## src/rtl/va_region_pkg.sv

```systemverilog
package va_region_pkg;

   // Number of top address bits that select an area.
   localparam int AREA_W = 3;

   typedef enum logic [2:0] {
      RG_LOW_USER,
      RG_DIRECT_CACHED,
      RG_DIRECT_UNCACHED,
      RG_KERNEL_MAPPED,
      RG_CONTROL
   } region_e;

   typedef enum logic [1:0] {
      ACC_LOAD  = 2'b00,
      ACC_STORE = 2'b01,
      ACC_FETCH = 2'b10,
      ACC_ALT   = 2'b11
   } access_e;

   localparam logic [2:0] PERM_ALL  = 3'b111;
   localparam logic [2:0] PERM_NONE = 3'b000;

endpackage

```

## src/rtl/vrc_region_decode.sv

```systemverilog
module vrc_region_decode
   import va_region_pkg::*;
#(
   parameter int ADDR_W    = 32,
   parameter int SQ_TAG_W  = 6
) (
   input  logic [ADDR_W-1:0] vaddr,
   output region_e           region,
   output logic              in_sq_window
);

   localparam int LOW_TAG_W = SQ_TAG_W - AREA_W;

   logic [AREA_W-1:0] area_bits;
   assign area_bits = vaddr[ADDR_W-1 -: AREA_W];

   always_comb begin
      unique casez (area_bits)
         3'b0??:  region = RG_LOW_USER;
         3'b100:  region = RG_DIRECT_CACHED;
         3'b101:  region = RG_DIRECT_UNCACHED;
         3'b110:  region = RG_KERNEL_MAPPED;
         default: region = RG_CONTROL;
      endcase
   end

   generate
      if (LOW_TAG_W > 0) begin : g_sq_sub
         assign in_sq_window = (area_bits == 3'b111) &&
                               (vaddr[ADDR_W-AREA_W-1 -: LOW_TAG_W] == '0);
      end else begin : g_sq_whole
         assign in_sq_window = (area_bits == 3'b111);
      end
   endgenerate

endmodule

```

## src/rtl/vrc_access_check.sv

```systemverilog
module vrc_access_check
   import va_region_pkg::*;
#(
   parameter int              ERR_W    = 12,
   parameter logic [ERR_W-1:0] ERR_READ  = 12'h0E0,
   parameter logic [ERR_W-1:0] ERR_WRITE = 12'h100
) (
   input  region_e           region,
   input  logic              in_sq_window,
   input  logic              priv_mode,
   input  logic [1:0]        access_kind,
   output logic              fault,
   output logic [ERR_W-1:0]  err_code
);

   logic fixed_area;

   always_comb begin
      fixed_area = (region == RG_DIRECT_CACHED) ||
                   (region == RG_DIRECT_UNCACHED) ||
                   (region == RG_CONTROL);
      fault      = !priv_mode && fixed_area && !in_sq_window;
      err_code   = '0;
      if (fault) begin
         if (access_kind == ACC_STORE) err_code = ERR_WRITE;
         else                          err_code = ERR_READ;
      end
   end

endmodule

```

## src/rtl/vrc_direct_map.sv

```systemverilog
module vrc_direct_map
   import va_region_pkg::*;
#(
   parameter int ADDR_W      = 32,
   parameter bit CTRL_IDENT  = 1'b1
) (
   input  logic [ADDR_W-1:0] vaddr,
   input  region_e           region,
   input  logic              fault,
   input  logic              xlat_enable,
   output logic              bypass,
   output logic [ADDR_W-1:0] paddr,
   output logic [2:0]        perm,
   output logic              tlb_req
);

   localparam int PHYS_W = ADDR_W - AREA_W;

   logic [ADDR_W-1:0] low_pa;
   logic [ADDR_W-1:0] ctrl_pa;

   assign low_pa = {{AREA_W{1'b0}}, vaddr[PHYS_W-1:0]};

   generate
      if (CTRL_IDENT) begin : g_ctrl_ident
         assign ctrl_pa = vaddr;
      end else begin : g_ctrl_masked
         assign ctrl_pa = low_pa;
      end
   endgenerate

   always_comb begin
      bypass  = 1'b0;
      paddr   = '0;
      perm    = PERM_NONE;
      tlb_req = 1'b0;
      if (fault) begin
         bypass = 1'b1;
      end else begin
         unique case (region)
            RG_DIRECT_CACHED, RG_DIRECT_UNCACHED: begin
               bypass = 1'b1;
               paddr  = low_pa;
               perm   = PERM_ALL;
            end
            RG_CONTROL: begin
               bypass = 1'b1;
               paddr  = ctrl_pa;
               perm   = PERM_ALL;
            end
            default: begin
               if (!xlat_enable) begin
                  bypass = 1'b1;
                  paddr  = low_pa;
                  perm   = PERM_ALL;
               end else begin
                  tlb_req = 1'b1;
               end
            end
         endcase
      end
   end

endmodule

```

## src/rtl/vrc_cache_attr.sv

```systemverilog
module vrc_cache_attr
   import va_region_pkg::*;
(
   input  region_e region,
   input  logic    priv_mode,
   input  logic    tlb_req,
   input  logic    tlb_cacheable,
   output logic    cacheable
);

   logic area_blocks;

   always_comb begin
      if (priv_mode)
         area_blocks = (region == RG_DIRECT_UNCACHED) || (region == RG_CONTROL);
      else
         area_blocks = (region != RG_LOW_USER);

      if (area_blocks)  cacheable = 1'b0;
      else if (tlb_req) cacheable = tlb_cacheable;
      else              cacheable = 1'b1;
   end

endmodule

```

## src/rtl/va_region_classifier.sv

```systemverilog
module va_region_classifier
   import va_region_pkg::*;
#(
   parameter int              ADDR_W     = 32,
   parameter int              SQ_TAG_W   = 6,
   parameter int              ERR_W      = 12,
   parameter logic [ERR_W-1:0] ERR_READ   = 12'h0E0,
   parameter logic [ERR_W-1:0] ERR_WRITE  = 12'h100,
   parameter bit              CTRL_IDENT = 1'b1
) (
   input  logic [ADDR_W-1:0] vaddr,
   input  logic [1:0]        access_kind,
   input  logic              priv_mode,
   input  logic              xlat_enable,
   input  logic              tlb_cacheable,
   output logic              bypass,
   output logic [ADDR_W-1:0] paddr,
   output logic [ERR_W-1:0]  addr_err,
   output logic [2:0]        perm,
   output logic              tlb_req,
   output logic              cacheable
);

   generate
      if (ADDR_W < 8) begin : g_bad_addr_w
         $error("ADDR_W must be at least 8");
      end
      if (SQ_TAG_W < AREA_W || SQ_TAG_W > ADDR_W) begin : g_bad_sq_w
         $error("SQ_TAG_W must lie between the area width and ADDR_W");
      end
      if (ERR_READ == '0 || ERR_WRITE == '0) begin : g_bad_codes
         $error("error codes must be non-zero");
      end
   endgenerate

   region_e           region;
   logic              in_sq_window;
   logic              fault;
   logic              map_tlb_req;

   vrc_region_decode #(
      .ADDR_W   (ADDR_W),
      .SQ_TAG_W (SQ_TAG_W)
   ) i_decode (
      .vaddr        (vaddr),
      .region       (region),
      .in_sq_window (in_sq_window)
   );

   vrc_access_check #(
      .ERR_W     (ERR_W),
      .ERR_READ  (ERR_READ),
      .ERR_WRITE (ERR_WRITE)
   ) i_access (
      .region       (region),
      .in_sq_window (in_sq_window),
      .priv_mode    (priv_mode),
      .access_kind  (access_kind),
      .fault        (fault),
      .err_code     (addr_err)
   );

   vrc_direct_map #(
      .ADDR_W     (ADDR_W),
      .CTRL_IDENT (CTRL_IDENT)
   ) i_map (
      .vaddr       (vaddr),
      .region      (region),
      .fault       (fault),
      .xlat_enable (xlat_enable),
      .bypass      (bypass),
      .paddr       (paddr),
      .perm        (perm),
      .tlb_req     (map_tlb_req)
   );

   vrc_cache_attr i_cache (
      .region        (region),
      .priv_mode     (priv_mode),
      .tlb_req       (map_tlb_req),
      .tlb_cacheable (tlb_cacheable),
      .cacheable     (cacheable)
   );

   assign tlb_req = map_tlb_req;

endmodule

```

## config.mk

```make
export PLATFORM = sky130hd
export DESIGN_NAME = va_region_classifier
export DESIGN_NICKNAME = d
export VERILOG_FILES = /design/src/rtl/va_region_pkg.sv /design/src/rtl/vrc_region_decode.sv /design/src/rtl/vrc_access_check.sv /design/src/rtl/vrc_direct_map.sv /design/src/rtl/vrc_cache_attr.sv /design/src/rtl/va_region_classifier.sv
export SDC_FILE = /design/constraint.sdc
export NUM_CORES = 1
export LEC_CHECK = 0
export BUFFER_PORTS_ARGS = -buffer_cell sky130_fd_sc_hd__buf_2
export CORE_AREA = 2 2 49 51
export DETAILED_ROUTE_END_ITERATION = 8
export DIE_AREA = 0 0 51 53
export PLACE_DENSITY = 0.81
export SLEW_MARGIN = 20
export SYNTH_ARGS = -nofsm -noshare
export SYNTH_HDL_FRONTEND = slang
export SYNTH_SLANG_ARGS = --single-unit
```

## constraint.sdc

```tcl
create_clock -name vclk -period 1.8
set_clock_uncertainty 0.15 [all_clocks]
set_input_delay 0.09 -clock vclk [all_inputs]
set_output_delay 0.09 -clock vclk [all_outputs]
set_load 0.05 [all_outputs]
```

After elaboration in Yosys (flattened, before gate mapping)
Cells that the tools add are included.

Register bits: 0. Input bits: 37. Output and inout bits: 50.

Equality and inequality tests: 8. Muxes and demuxes: 18. Bitwise logic cells: 1. Reductions and logical operators: 12.

Operator list (count): case mux 32 bit (2 select lines) (1); two-way mux 32 bit (1); two-way mux 29 bit (1); == test 3 bit (second input constant) (5); two-way mux 12 bit (1); case mux 3 bit (4 select lines) (1); two-way mux 1 bit (9); two-way mux 3 bit (3); two-way mux 9 bit (1); == test 3 x 1 -> 1 bit (second input constant) (1); == test 3 x 2 -> 1 bit (second input constant) (1); logical AND 1 bit (3); zero test 3 bit (1); logical OR 1 bit (3); nonzero test 3 bit (1); OR reduction 3 bit (1); == test 2 x 1 -> 1 bit (second input constant) (1); zero test 1 bit (2); OR reduction 2 bit (1); inverter 1 bit (1).

Longest topological paths before layout
Word-level depth: 10. Depth in mapped cells: 6.

Modules after synthesis
From an unflattened synthesis, not the netlist that was laid out.

Cells, all modules: 114. Area total of the unflattened synthesis: 987.2 um^2.

Modules (own cells, without submodules): vrc_direct_map (times used 1, cells each 84, area each 745.7 um^2, seq. area each 0.0 um^2); vrc_access_check (times used 1, cells each 20, area each 155.1 um^2, seq. area each 0.0 um^2); vrc_region_decode (times used 1, cells each 5, area each 55.1 um^2, seq. area each 0.0 um^2); vrc_cache_attr (times used 1, cells each 5, area each 31.3 um^2, seq. area each 0.0 um^2).

Least setup slack after synthesis
No wires, ideal clock.

Path kind: input port to output port. From: input vaddr[26]. To: output perm[1]. Data arrival time: 2.100 ns. Required time: 1.560 ns. Setup slack: -0.540 ns. Stages on the path: 5. Path buffers: 3. Cells stage by stage: or4_1 > buf_2 > buf_6 > a21oi_1 > buf_4.

Cells in the longest elaborated chain, start to end: 5.

Ends and longest elaborated chain: from (decl) (line va_region_classifier.sv:11) `input logic [ADDR_W-1:0] vaddr,`; zero test 3 bit (line vrc_region_decode.sv:30) `(vaddr[ADDR_W-AREA_W-1 -: LOW_TAG_W] == '0);`; logical AND 1 bit (line vrc_region_decode.sv:29) `assign in_sq_window = (area_bits == 3'b111) &&`; zero test 1 bit (line vrc_access_check.sv:22) `fault = !priv_mode && fixed_area && !in_sq_window;`; logical AND 1 bit (line vrc_access_check.sv:22); two-way mux 3 bit (line vrc_direct_map.sv:37) `if (fault) begin`; to (decl) (line va_region_classifier.sv:19) `output logic [2:0] perm,`.

Every way passes these cells.

Worst setup path in the final report
From: input vaddr[26]. To: output paddr[11].

Cells in the longest elaborated chain, start to end: 5.

Ends and longest elaborated chain: zero test 3 bit (line vrc_region_decode.sv:30); logical AND 1 bit (line vrc_region_decode.sv:29); zero test 1 bit (line vrc_access_check.sv:22); logical AND 1 bit (line vrc_access_check.sv:22); two-way mux 32 bit (line vrc_direct_map.sv:37); to (decl) (line va_region_classifier.sv:17) `output logic [ADDR_W-1:0] paddr,`.

Every way passes these cells.

==> implementation parameters <==
Parameter                              Value

Run status
  Status    complete, no violations

Timing
  Setup repair after global routing missed its margin    no
  Post-layout min period    1.71 ns
  Final cycle utilization of the critical path    94.8%
  Total count of max-transition violations in the final report    0
  Final number of hold-violating endpoints    0
  Setup-failing EPs final    0
  Timing-limited maximum frequency    586 MHz

GRT
  GRT overflow    0
  Pin count of the biggest net entering global routing    26
  First-pass GRT wire length    3.41 mm
  Overall fraction of global-route tracks in use    16.0%
  Vias in the first global route    787
  Antenna violations before repair    0

Cells and area
  Diodes inserted    0
  Fillcell total    155
  FF+latch area    0 sq um
  Share of post-route cells with drive strength above 1    71.1%
  Cell Count, Final, Fillers Out    194
  Post-layout nets    205
  Number of sequential storage elements    0
  Area growth, synth to finish    96.7%
  Area of the multi-input gates    644 sq um
  Number of clock buffers in the layout    0

Floorplan
  Die boundary height    53 um
  Horizontal extent of the die    51 um
  Area of the die    2700 sq um
  Num rows    17
  Placeable Area    2150 sq um
  Effective utilization at floorplan    33.3%
  Number of I/O pins    87

Worst setup path
  Critical-path maximum fanout    16
  Critical-path cell list    buf_2 -> or4_4 -> buf_12 -> a211oi_4 -> buf_4
  Type of the setup path with the least slack    in2out
  Standard cell with the maximum stage delay on the critical path    or4_4
  Required @ worst endpoint    1.56 ns
  Arrival time at the worst endpoint    1.47 ns
  Kind of end point of the critical path    output pin
  Critical path's largest stage delay    0.58 ns
  Critical path startpoint category    primary input

Place
  Quantity of I/O buffers inserted on ports    79
  Placed cell count    193
  HPWL after detailed placement    1.63 mm
  RePlAce Congestion    0.664

Logic synthesis
  Synthesized cell area    716 sq um
  Proportion of synthesized chip area in sequential cells    0%
  Post-synth top area share    45.5%
  Most area-consuming cells after synthesis    a211oi_2 45%, inv_1 15%, buf_4 13%
  Warning count from the yosys run    0
  Post-synthesis average cell area    7.53 sq um
  Top cell type by total area after synthesis    a211oi_2
  Distinct cells, synth    17
  Gate count of the mapped netlist    95

Route
  Number of violations reported at the end of detailed-routing iteration 0    7
  Overall via count from detail_route    855
  DR vias/cell    4.41
  Number of nets still failing antenna checks after routing    0
  Wire length per cell after detailed routing    11.2 um
  First-pass iteration count of the detailed router    2
  Drc violations    0
  Final routed wirelength across all metal layers    2.18 mm

Pwr
  Leak Pwr    0.732 nW
  Total Power Consumption    610 uW
  Switching power total    416 uW
  Internal power of the cells    194 uW
  Share of power burned in combinational logic    100.0%
  Highest ir drop seen on vdd    0.244 mV
  Sw Ratio    68.3%
  Clk pwr share    0%
  Pwr per Cell Area    433 nW/um^2
  Share of power burned in registers    0%

Clocking
  Post-CTS Setup Repair Bufs    0

Hold path
  Worst hold-check path type    in2out

Job
  Max-cap violation count    0
[cell families after synthesis]
kind of cell	share of synthesized area [%]
buf+inv	37.4
other cells	0.524
compound gates	50.4
simple gates	11.7
[final timing paths]
kind,startpoint,end,slack [ns],cells after the start
worst max-delay path,vaddr[26],paddr[11],0.09,5
worst min-delay path,vaddr[25],paddr[25],0.36,4
[layer usage]
layer	part of all wire, %	global-route usage (%)
met2	51	34.8
met4	0.96	1.35
met1	36	16.4
met3	11	1.69
met5	0	0
[critical path, delay by kind of cell]
family	cells	cell delay, ns
AO/OA/AOI/OAI	1	0.24
buffers and inverters	3	0.55
AND/OR/NAND/NOR	1	0.58
[stage by stage]
step	utilization [%]	hold slack (ns)	setup WS, ns	setup TNS, ns	area [sq um]
finish	65.5	0.358	0.0936	0	1410
global route	65.5	0.383	0.0574	0	1410
floorplan	-	0.181	-0.399	-2.51	896
detailed placement	59.0	0.408	-0.132	-3.06	1270
CTS	65.5	0.359	0.104	0	1410
global placement	59.0	0.404	-0.100	-2.42	1270
[Yosys cell counts, drive strengths merged (3+ instances only)]
library cell	number
inv	28
a211oi	26
buf	23
a21oi	4
nand2b	3
nor3b	3
[power by group through the flow]
| stage | sequential, mW | combinational (mW) | clock (mW) |
|---|---|---|---|
| 2_1_floorplan | 0 | 0.459 | 0 |
| 3_3_place_gp | 0 | 0.555 | 0 |
| 3_5_place_dp | 0 | 0.563 | 0 |
| 4_1_cts | 0 | 0.609 | 0 |
| 5_1_grt | 0 | 0.636 | 0 |
| 6_report | 0 | 0.610 | 0 |
[what timing repair did]
item                                    4_1_cts  5_1_grt
hold endpoints to repair                      0        0
gates resized for setup                      40        0
hold buffers                                  0        0
endpoints found under the setup margin       35        0
[cell usage in the layout (no fill, tap or decap), types with 3 or more instances in the layout]
cell type / Yosys / final
buf_6: 3 / 12
buf_2: 7 / 53
a211oi_2: 26 / 6
buf_12: 0 / 3
inv_1: 28 / 28
a21oi_1: 4 / 3
conb_1: 1 / 8
nand2b_1: 3 / 3
nor3b_1: 3 / 3
buf_4: 12 / 18
a211oi_4: 0 / 20
[final cells by class]
cell class                      instances  share of cell area [%]
Inverter                               28                    7.47
Timing Repair Buffer                   87                    44.3
Tap cell                               28                    2.49
Multi-Input combinational cell         51                    45.8
Power figures use the tool's default switching activity.
